`src/rtl/irq_eval_pkg.sv`:
```
package irq_eval_pkg;

  // Contiguous bit mask covering positions lo..hi
  function automatic logic [31:0] range_mask(input int lo, input int hi);
    logic [31:0] m;
    m = '0;
    for (int i = lo; i <= hi; i++) m[i] = 1'b1;
    return m;
  endfunction

  // Software bit i maps to level (i - lo) + 1
  function automatic logic [4:0] sw_bit_level(input int idx, input int lo);
    return 5'(idx - lo + 1);
  endfunction

  // External line i maps to level i
  function automatic logic [4:0] ext_bit_level(input int idx);
    return 5'(idx);
  endfunction

  typedef enum logic [1:0] {
    SEL_IPL = 2'd0,
    SEL_SWR = 2'd1,
    SEL_AST = 2'd2,
    SEL_NONE = 2'd3
  } cfg_sel_e;

endpackage

```
`src/rtl/irq_cfg_regs.sv`:
```
module irq_cfg_regs
  import irq_eval_pkg::*;
#(
  parameter int REG_W = 32,
  parameter int LVL_W = 5,
  parameter int AST_W = 4,
  parameter int SW_LO = 4,
  parameter int SW_HI = 18
) (
  input  logic             clk,
  input  logic             rst_n,
  input  logic             we,
  input  logic [1:0]       sel,
  input  logic [REG_W-1:0] wdata,
  output logic [LVL_W-1:0] ipl_q,
  output logic [REG_W-1:0] sw_q,
  output logic [AST_W-1:0] ast_q
);
  localparam logic [REG_W-1:0] SW_MASK = REG_W'(range_mask(SW_LO, SW_HI));

  always_ff @(posedge clk) begin
    if (!rst_n) begin
      ipl_q <= '0;
      sw_q  <= '0;
      ast_q <= '0;
    end else if (we) begin
      case (cfg_sel_e'(sel))
        SEL_IPL: ipl_q <= wdata[LVL_W-1:0];
        SEL_SWR: sw_q  <= wdata & SW_MASK;
        SEL_AST: ast_q <= wdata[AST_W-1:0];
        default: ;
      endcase
    end
  end
endmodule

```
`src/rtl/irq_level_calc.sv`:
```
module irq_level_calc
  import irq_eval_pkg::*;
#(
  parameter int REG_W  = 32,
  parameter int LVL_W  = 5,
  parameter int SW_LO  = 4,
  parameter int SW_HI  = 18,
  parameter int EXT_LO = 20,
  parameter int EXT_HI = 30
) (
  input  logic [REG_W-1:0] sw_req,
  input  logic [REG_W-1:0] ext_req,
  output logic [LVL_W-1:0] level,
  output logic [REG_W-1:0] summary
);
  logic [REG_W-1:0] sw_hit, ext_hit;

  // Per-position qualification of each source against its range
  for (genvar g = 0; g < REG_W; g++) begin : g_qual
    if (g >= SW_LO && g <= SW_HI) begin : g_sw
      assign sw_hit[g] = sw_req[g];
    end else begin : g_sw_off
      assign sw_hit[g] = 1'b0;
    end
    if (g >= EXT_LO && g <= EXT_HI) begin : g_ext
      assign ext_hit[g] = ext_req[g];
    end else begin : g_ext_off
      assign ext_hit[g] = 1'b0;
    end
  end

  assign summary = sw_hit | ext_hit;

  // Ascending scan, software first then external: last hit wins
  always_comb begin
    level = '0;
    for (int i = SW_LO; i <= SW_HI; i++)
      if (sw_hit[i]) level = LVL_W'(sw_bit_level(i, SW_LO));
    for (int i = EXT_LO; i <= EXT_HI; i++)
      if (ext_hit[i]) level = LVL_W'(ext_bit_level(i));
  end
endmodule

```
`src/rtl/irq_trap_ctrl.sv`:
```
module irq_trap_ctrl #(
  parameter int REG_W = 32,
  parameter int LVL_W = 5
) (
  input  logic             clk,
  input  logic             rst_n,
  input  logic             eret,
  input  logic [LVL_W-1:0] level,
  input  logic [REG_W-1:0] summary,
  input  logic [LVL_W-1:0] ipl,
  output logic             armed_q,
  output logic             take,
  output logic             trap_q,
  output logic [REG_W-1:0] isr_q,
  output logic [LVL_W-1:0] intid_q
);
  logic above;

  assign above = (level != '0) && (level > ipl);
  assign take  = armed_q && above;

  always_ff @(posedge clk) begin
    if (!rst_n) begin
      armed_q <= 1'b1;
      trap_q  <= 1'b0;
      isr_q   <= '0;
      intid_q <= '0;
    end else begin
      // A check request wins over the self-disarm of an evaluation
      if (eret)         armed_q <= 1'b1;
      else if (armed_q) armed_q <= 1'b0;
      trap_q <= take;
      if (take) begin
        isr_q   <= summary;
        intid_q <= level;
      end
    end
  end
endmodule

```
`src/rtl/irq_level_eval.sv`:
```
module irq_level_eval #(
  parameter int REG_W  = 32,
  parameter int LVL_W  = 5,
  parameter int AST_W  = 4,
  parameter int SW_LO  = 4,
  parameter int SW_HI  = 18,
  parameter int EXT_LO = 20,
  parameter int EXT_HI = 30
) (
  input  logic             clk,
  input  logic             rst_n,
  input  logic             cfg_we,
  input  logic [1:0]       cfg_sel,
  input  logic [REG_W-1:0] cfg_wdata,
  input  logic [REG_W-1:0] ext_irq,
  input  logic             eret_i,
  output logic             trap_o,
  output logic [REG_W-1:0] isr_o,
  output logic [LVL_W-1:0] intid_o,
  output logic [LVL_W-1:0] ipl_o,
  output logic [REG_W-1:0] sw_req_o,
  output logic             ast_err_o
);
  logic [AST_W-1:0] ast_w;
  logic [LVL_W-1:0] lvl_w;
  logic [REG_W-1:0] sum_w;
  logic             armed_w;
  logic             take_w;

  irq_cfg_regs #(
    .REG_W(REG_W), .LVL_W(LVL_W), .AST_W(AST_W), .SW_LO(SW_LO), .SW_HI(SW_HI)
  ) u_regs (
    .clk(clk), .rst_n(rst_n), .we(cfg_we), .sel(cfg_sel), .wdata(cfg_wdata),
    .ipl_q(ipl_o), .sw_q(sw_req_o), .ast_q(ast_w)
  );

  irq_level_calc #(
    .REG_W(REG_W), .LVL_W(LVL_W), .SW_LO(SW_LO), .SW_HI(SW_HI),
    .EXT_LO(EXT_LO), .EXT_HI(EXT_HI)
  ) u_calc (
    .sw_req(sw_req_o), .ext_req(ext_irq), .level(lvl_w), .summary(sum_w)
  );

  irq_trap_ctrl #(.REG_W(REG_W), .LVL_W(LVL_W)) u_trap (
    .clk(clk), .rst_n(rst_n), .eret(eret_i), .level(lvl_w), .summary(sum_w),
    .ipl(ipl_o), .armed_q(armed_w), .take(take_w), .trap_q(trap_o),
    .isr_q(isr_o), .intid_q(intid_o)
  );

  assign ast_err_o = (ast_w != '0);
endmodule

```
`config.mk`:
```
export PLATFORM = sky130hd
export DESIGN_NAME = irq_level_eval
export DESIGN_NICKNAME = d
export VERILOG_FILES = /design/src/rtl/irq_eval_pkg.sv /design/src/rtl/irq_cfg_regs.sv /design/src/rtl/irq_level_calc.sv /design/src/rtl/irq_trap_ctrl.sv /design/src/rtl/irq_level_eval.sv
export SDC_FILE = /design/constraint.sdc
export NUM_CORES = 1
export LEC_CHECK = 0
export BUFFER_PORTS_ARGS = -buffer_cell sky130_fd_sc_hd__buf_4
export CAP_MARGIN = 20
export CORE_MARGIN = 10
export CORE_UTILIZATION = 41
export CTS_BUF_LIST = sky130_fd_sc_hd__clkbuf_8
export DETAILED_ROUTE_END_ITERATION = 10
export GPL_ROUTABILITY_DRIVEN = 0
export PLACE_DENSITY = 0.72
export SYNTH_ARGS = -nofsm -noshare
export SYNTH_HDL_FRONTEND = slang
export SYNTH_SLANG_ARGS = --single-unit
```
`constraint.sdc`:
```
create_clock -name clk -period 5.76 [get_ports clk]
set_input_delay 0.576 -clock clk [delete_from_list [all_inputs] [get_ports clk]]
set_output_delay 0.576 -clock clk [all_outputs]
set_load 0.05 [all_outputs]
```
# ---- Word-level counts from Yosys, hierarchy flattened
# Index checks and enable logic that the tools add are counted.
dict set report op_classes {
  eq_ne 2
  n_mux 27
  reduce_logical 8
  order_cmp 1
  n_bitwise 1
}
# cell n
set ops {}
lappend ops {{$mux W5} 11}
lappend ops {{$mux W4} 8}
lappend ops {{$or A19 B31 Y31} 1}
lappend ops {{$mux W3} 4}
lappend ops {{$reduce_and A2 Y1} 3}
lappend ops {{$gt A5 B5 Y1} 1}
lappend ops {{$reduce_bool A5 Y1} 1}
lappend ops {{$mux W2} 2}
lappend ops {{$reduce_bool A4 Y1} 1}
lappend ops {{$eq A2 B1 Y1 const B} 1}
lappend ops {{$eq A2 B2 Y1 const B} 1}
lappend ops {{$logic_and A1 B1 Y1} 2}
lappend ops {{$logic_not A2 Y1} 1}
lappend ops {{$mux W1} 2}
dict set report word_totals {
  elab_cells 46
  regBits 63
  inputBits 70
}

# ---- Depth between registers and ports, before layout
dict set report depth {
  word_depth 29
  mapped_depth 14
  ltp_nobuf 12
}

# ---- Modules after synthesis
# Synthesis repeated with hierarchy kept, for this count alone.
dict set report unflattened {
  hier_cells 385
  area_unflattened_um2 3249.4
}
# mod cells_per_inst area_per_inst_um2 instances seq_area_each_um2
set modules_own_cells {}
lappend modules_own_cells {irq_trap_ctrl 184 1646.6 1 780.7}
lappend modules_own_cells {irq_cfg_regs 119 1088.5 1 480.5}
lappend modules_own_cells {irq_level_calc 81 506.7 1 0.0}
lappend modules_own_cells {irq_level_eval 1 7.5 1 0.0}

# ---- Worst setup path before layout
# Ideal clock, no wire load.
dict set report synth_timing {
  kind {register to register}
  from {register u_regs.sw_q[5]}
  to {register u_trap.isr_q[4]}
  slack_ps 2807
  setup_time_ps 72
  period_less_slack_ps 2953
  stages_incl_launch_ff 13
  required_time_ps 5688
  arrival_time_ps 2881
  path_buffers 2
  path_cell_list {dfxtp_1 -> nor2_1 -> o31a_2 -> o211ai_1 -> a31o_2 -> ha_1 -> and3_1 -> a31oi_1 -> o21ai_2 -> a21oi_2 -> buf_6 -> buf_12 -> mux2i_1}
}
dict set report synth_via {
  elab_chain_cells 28
  word_cells_on_any_way 29
}
# element line_no
set synth_lines {}
lappend synth_lines {{start: declaration} irq_cfg_regs.sv:16} ;# output logic [REG_W-1:0] sw_q,
lappend synth_lines {{start signal: assignment} irq_cfg_regs.sv:29} ;# SEL_SWR: sw_q <= wdata & SW_MASK;
lappend synth_lines {{$mux W2 (*) (2 in a row)} irq_level_calc.sv:38} ;# if (sw_hit[i]) level = LVL_W'(sw_bit_level(i, SW_LO));
lappend synth_lines {{$mux W3 (*) (4 in a row)} irq_level_calc.sv:38}
lappend synth_lines {{$mux W4 (*) (8 in a row)} irq_level_calc.sv:38}
lappend synth_lines {{$mux W5 (*) (11 in a row)} irq_level_calc.sv:40} ;# if (ext_hit[i]) level = LVL_W'(ext_bit_level(i));
lappend synth_lines {{named net lvl_w[1]} irq_level_eval.sv:25} ;# logic [LVL_W-1:0] lvl_w;
lappend synth_lines {{$gt A5 B5 Y1 or $reduce_bool A5 Y1 (tied branches)} irq_trap_ctrl.sv:19} ;# assign above = (level != '0) && (level > ipl);
lappend synth_lines {{$logic_and A1 B1 Y1 (*)} irq_trap_ctrl.sv:19}
lappend synth_lines {{$logic_and A1 B1 Y1 (*)} irq_trap_ctrl.sv:20} ;# assign take = armed_q && above;
lappend synth_lines {{end signal: assignment} irq_trap_ctrl.sv:34} ;# isr_q <= summary;
lappend synth_lines {{end: declaration} irq_trap_ctrl.sv:14} ;# output logic [REG_W-1:0] isr_q,
# The timed path passes the listed nets; every way through them passes the cells marked *.
# A chain may end at the register's enable or synchronous reset.

# ---- Final worst setup path
dict set report layout_timing {
  from {register u_regs.sw_q[8]}
  to {register u_trap.isr_q[21]}
}
dict set report layout_via {
  elab_chain_cells 25
  word_cells_on_any_way 26
}
# element line_no
set layout_lines {}
lappend layout_lines {{$mux W3 (*) (3 in a row)} irq_level_calc.sv:38}
lappend layout_lines {{$mux W4 (*) (8 in a row)} irq_level_calc.sv:38}
lappend layout_lines {{$mux W5 (*) (11 in a row)} irq_level_calc.sv:40}
lappend layout_lines {{$gt A5 B5 Y1 or $reduce_bool A5 Y1 (tied branches)} irq_trap_ctrl.sv:19}
lappend layout_lines {{$logic_and A1 B1 Y1 (*)} irq_trap_ctrl.sv:19}
lappend layout_lines {{$logic_and A1 B1 Y1 (*)} irq_trap_ctrl.sv:20}
# Mark *: on every way between the ends. The rest lies on a longest branch, timed or not.

==> key figures <==
Run status
  • Outcome: finished clean

Yosys
  • Number of synthesized flops with an enable pin: 0
  • Cells after synthesis: 341
  • Async SR Flop Fraction: 0
  • Yosys warns: 0
  • Cell Area, Synth: 2810 µm²
  • Post-synth cell types: 44
  • Average cell area after synthesis: 8.23 µm²
  • Sequential cell area fraction in the yosys report: 0.406
  • Predominant post-synthesis flop cell: dfxtp_1
  • Synth Register Bits: 57

STA
  • Max Freq: 0.292 GHz
  • Final hold vios: 0
  • RSZ-0062 raised after global routing: false
  • Crit path time final: 3.42 ns
  • Final Skew: 0.00540 ns
  • # setup viols final: 0
  • Least-Margin Pin Slew: 0.996 ns
  • Slew headroom: 0.335
  • Final TNS setup: 0 ns
  • Pins Over Slew Limit: 0
  • Tcrit/Tclk final: 0.594

Finish
  • Post-layout nets: 501
  • Share of layout cells above drive strength 1: 0.254
  • Layout overhead on the synthesized area: 27.6%
  • Fillers: 648
  • Final Util: 0.533
  • Antenna fix cells: 0

Clocking
  • CTS Hold Buffers Added: 0
  • Clock Path Buffers: 2
  • Later-pin clock latency in the skew report: 0.34 ns
  • Worst-path clk slew: 0.06 ns
  • H-tree lvl count: 3
  • CTS sink count: 57
  • Post-CTS Setup Inserts: 0
  • TritonCTS buffer count: 9
  • Root Buffer: clkbuf_8
  • CTS resizes: 0
  • TritonCTS clock tree: yes

Worst setup path
  • Critical path class: flop to flop
  • CP required: 6.02 ns
  • Max Fanout on Critical Path: 15
  • Worst EP arrival: 3.69 ns
  • Crit path capture type: flop
  • R2R Setup Slk: 2.34 ns
  • Worst setup path start: u_regs.sw_q[8]
  • Setup crit start kind: flop
  • Reg2reg start: u_regs.sw_q[8]

Pwr
  • Static Leakage: 1.69 nW
  • Power per cell area: 270 nW/µm²
  • Total power: 0.000967 W
  • Peak supply drop: 129 µV

GRT
  • Largest net degree at the start of global routing: 58
  • First-pass GRT wire length: 12000 µm
  • Gr ovfl total: 0
  • GRT Util Overall: 0.144
  • Initial antenna violation count: 0
  • Vias in the first global route: 2422

Floorplan
  • Die width: 103 µm
  • Core area: 6720 µm²
  • Num ports: 146
  • Starting density of the core: 0.418
  • DIE AREA: 10600 µm²
  • Core Rows: 30
  • Chip height: 103 µm

Drt
  • Per-cell routed wire length: 14.9 µm
  • Routed via count: 2472
  • Antenna violation net count after detailed routing: 0
  • Final WL: 7600 µm
  • DR vias/cell: 4.86
  • Drt drc: 0
  • 1st-iter DRT viols: 57
  • Pre-antenna DRT Iters: 4

Job
  • Max_cap viols: 0

Placed design
  • HPWL after detailed placement: 5860 µm
  • Port Buf Inserts: 88

Worst hold path
  • Worst hold path class: input port to flop
  • Hold Startpoint: eret_i
where the power goes:
part	internal [W]	switching, W	total (W)
clock	0.000170	0.000147	0.000317
sequential	0.000412	0.0000128	0.000425
combinational	0.0000698	0.000155	0.000225
total	0.000652	0.000315	0.000967
flip-flops by register name, summed over array words and instances, names as in the netlist:
| signal | cells |
|---|---|
| u_trap.armed_q | 1 |
| u_regs.sw_q | 15 |
| u_regs.ast_q | 4 |
| u_trap.isr_q | 26 |
| u_trap.intid_q | 5 |
| u_trap.trap_q | 1 |
| u_regs.ipl_q | 5 |
kinds of logic (layout without fill, tap and decap cells):
group	after synthesis	count (layout)	share of synthesized area
compound gates	48	48	0.110
fa+ha+maj	5	5	0.0223
flops	57	57	0.406
mux	35	35	0.125
simple gates	148	148	0.228
other cells	1	23	0.00134
buf+inv	47	113	0.108
critical path, cell delays in order, from the launching register on:
cell and delay (ns):
dfxtp_1 0.45, inv_1 0.07, a221oi_1 0.36, o211ai_1 0.20, a211oi_1 0.32, nor2_1 0.11, ha_1 0.28, and3_1 0.14
a31oi_1 0.20, o21ai_2 0.18, a21oi_4 0.59, buf_16 0.24, mux2i_1 0.19
worst paths after layout:
| kind | to | depth (start not counted) |
|---|---|---|
| min reg2reg | u_trap.isr_q[25] | 2 |
| max | u_trap.isr_q[21] | 12 |
| min | u_trap.armed_q | 2 |
| max reg2reg | u_trap.isr_q[21] | 12 |
Yosys cell counts (all sizes together), types with 2 or more instances:
master	number	area, µm²
nor4	5	31.3
dfxtp	57	1140
nand2	95	357
clkbuf	10	37.5
a21oi	29	149
o21bai	2	15.0
and3	2	13.8
nand3	3	15.0
buf	27	228
inv	10	37.5
a31oi	2	12.5
o31ai	2	15.0
o21ai	4	23.8
nor3	4	20.0
or3	3	23.8
mux2i	35	350
ha	5	62.6
nor2	24	90.1
nand3b	2	15.0
nand2b	2	12.5
or4	3	26.3
o211ai	2	15.0
area by class of cell:
| type | instances | area (µm²) | area share |
|---|---|---|---|
| multi-input combinational | 259 | 1450 | 0.406 |
| timing repair buffer | 89 | 688 | 0.192 |
| clock buffer | 11 | 151 | 0.0422 |
| sequential | 57 | 1140 | 0.318 |
| tap | 80 | 100 | 0.0279 |
| inverter | 10 | 37.5 | 0.0105 |
| clock inverter | 3 | 11.3 | 0.00314 |
cell usage in the layout, fill, tap and decap left out, types with 2 or more instances in the layout:
cell       n
nand2_1   95
buf_4     88
dfxtp_1   57
mux2i_1   35
a21oi_1   28
nor2_1    24
conb_1    23
inv_1     12
clkbuf_8  11
nor4_1     5
ha_1       5
nor3_1     4
o21ai_0    3
nand3_1    3
o31ai_1    2
o211ai_1   2
nand2b_1   2
or3_1      2
o21bai_1   2
or4_1      2
a31oi_1    2
nand3b_1   2
layer usage:
| metal | GRT usage | part of all wire |
|---|---|---|
| met2 | 0.224 | 0.46 |
| met1 | 0.175 | 0.45 |
| met4 | 0.0695 | 0.017 |
| met3 | 0.0489 | 0.075 |
| met5 | 0 | 0 |
per-stage QoR:
stage	area (µm²)	worst slack, ns	instances	hold slack (ns)
finish	3580	2.34	509	0.428
global route	3580	1.97	509	0.430
CTS	3580	2.34	509	0.420
detailed placement	3420	2.08	495	0.448
global placement	3390	2.04	494	0.443
floorplan	2890	2.81	363	0.454
(Power assumes the default switching activity.)
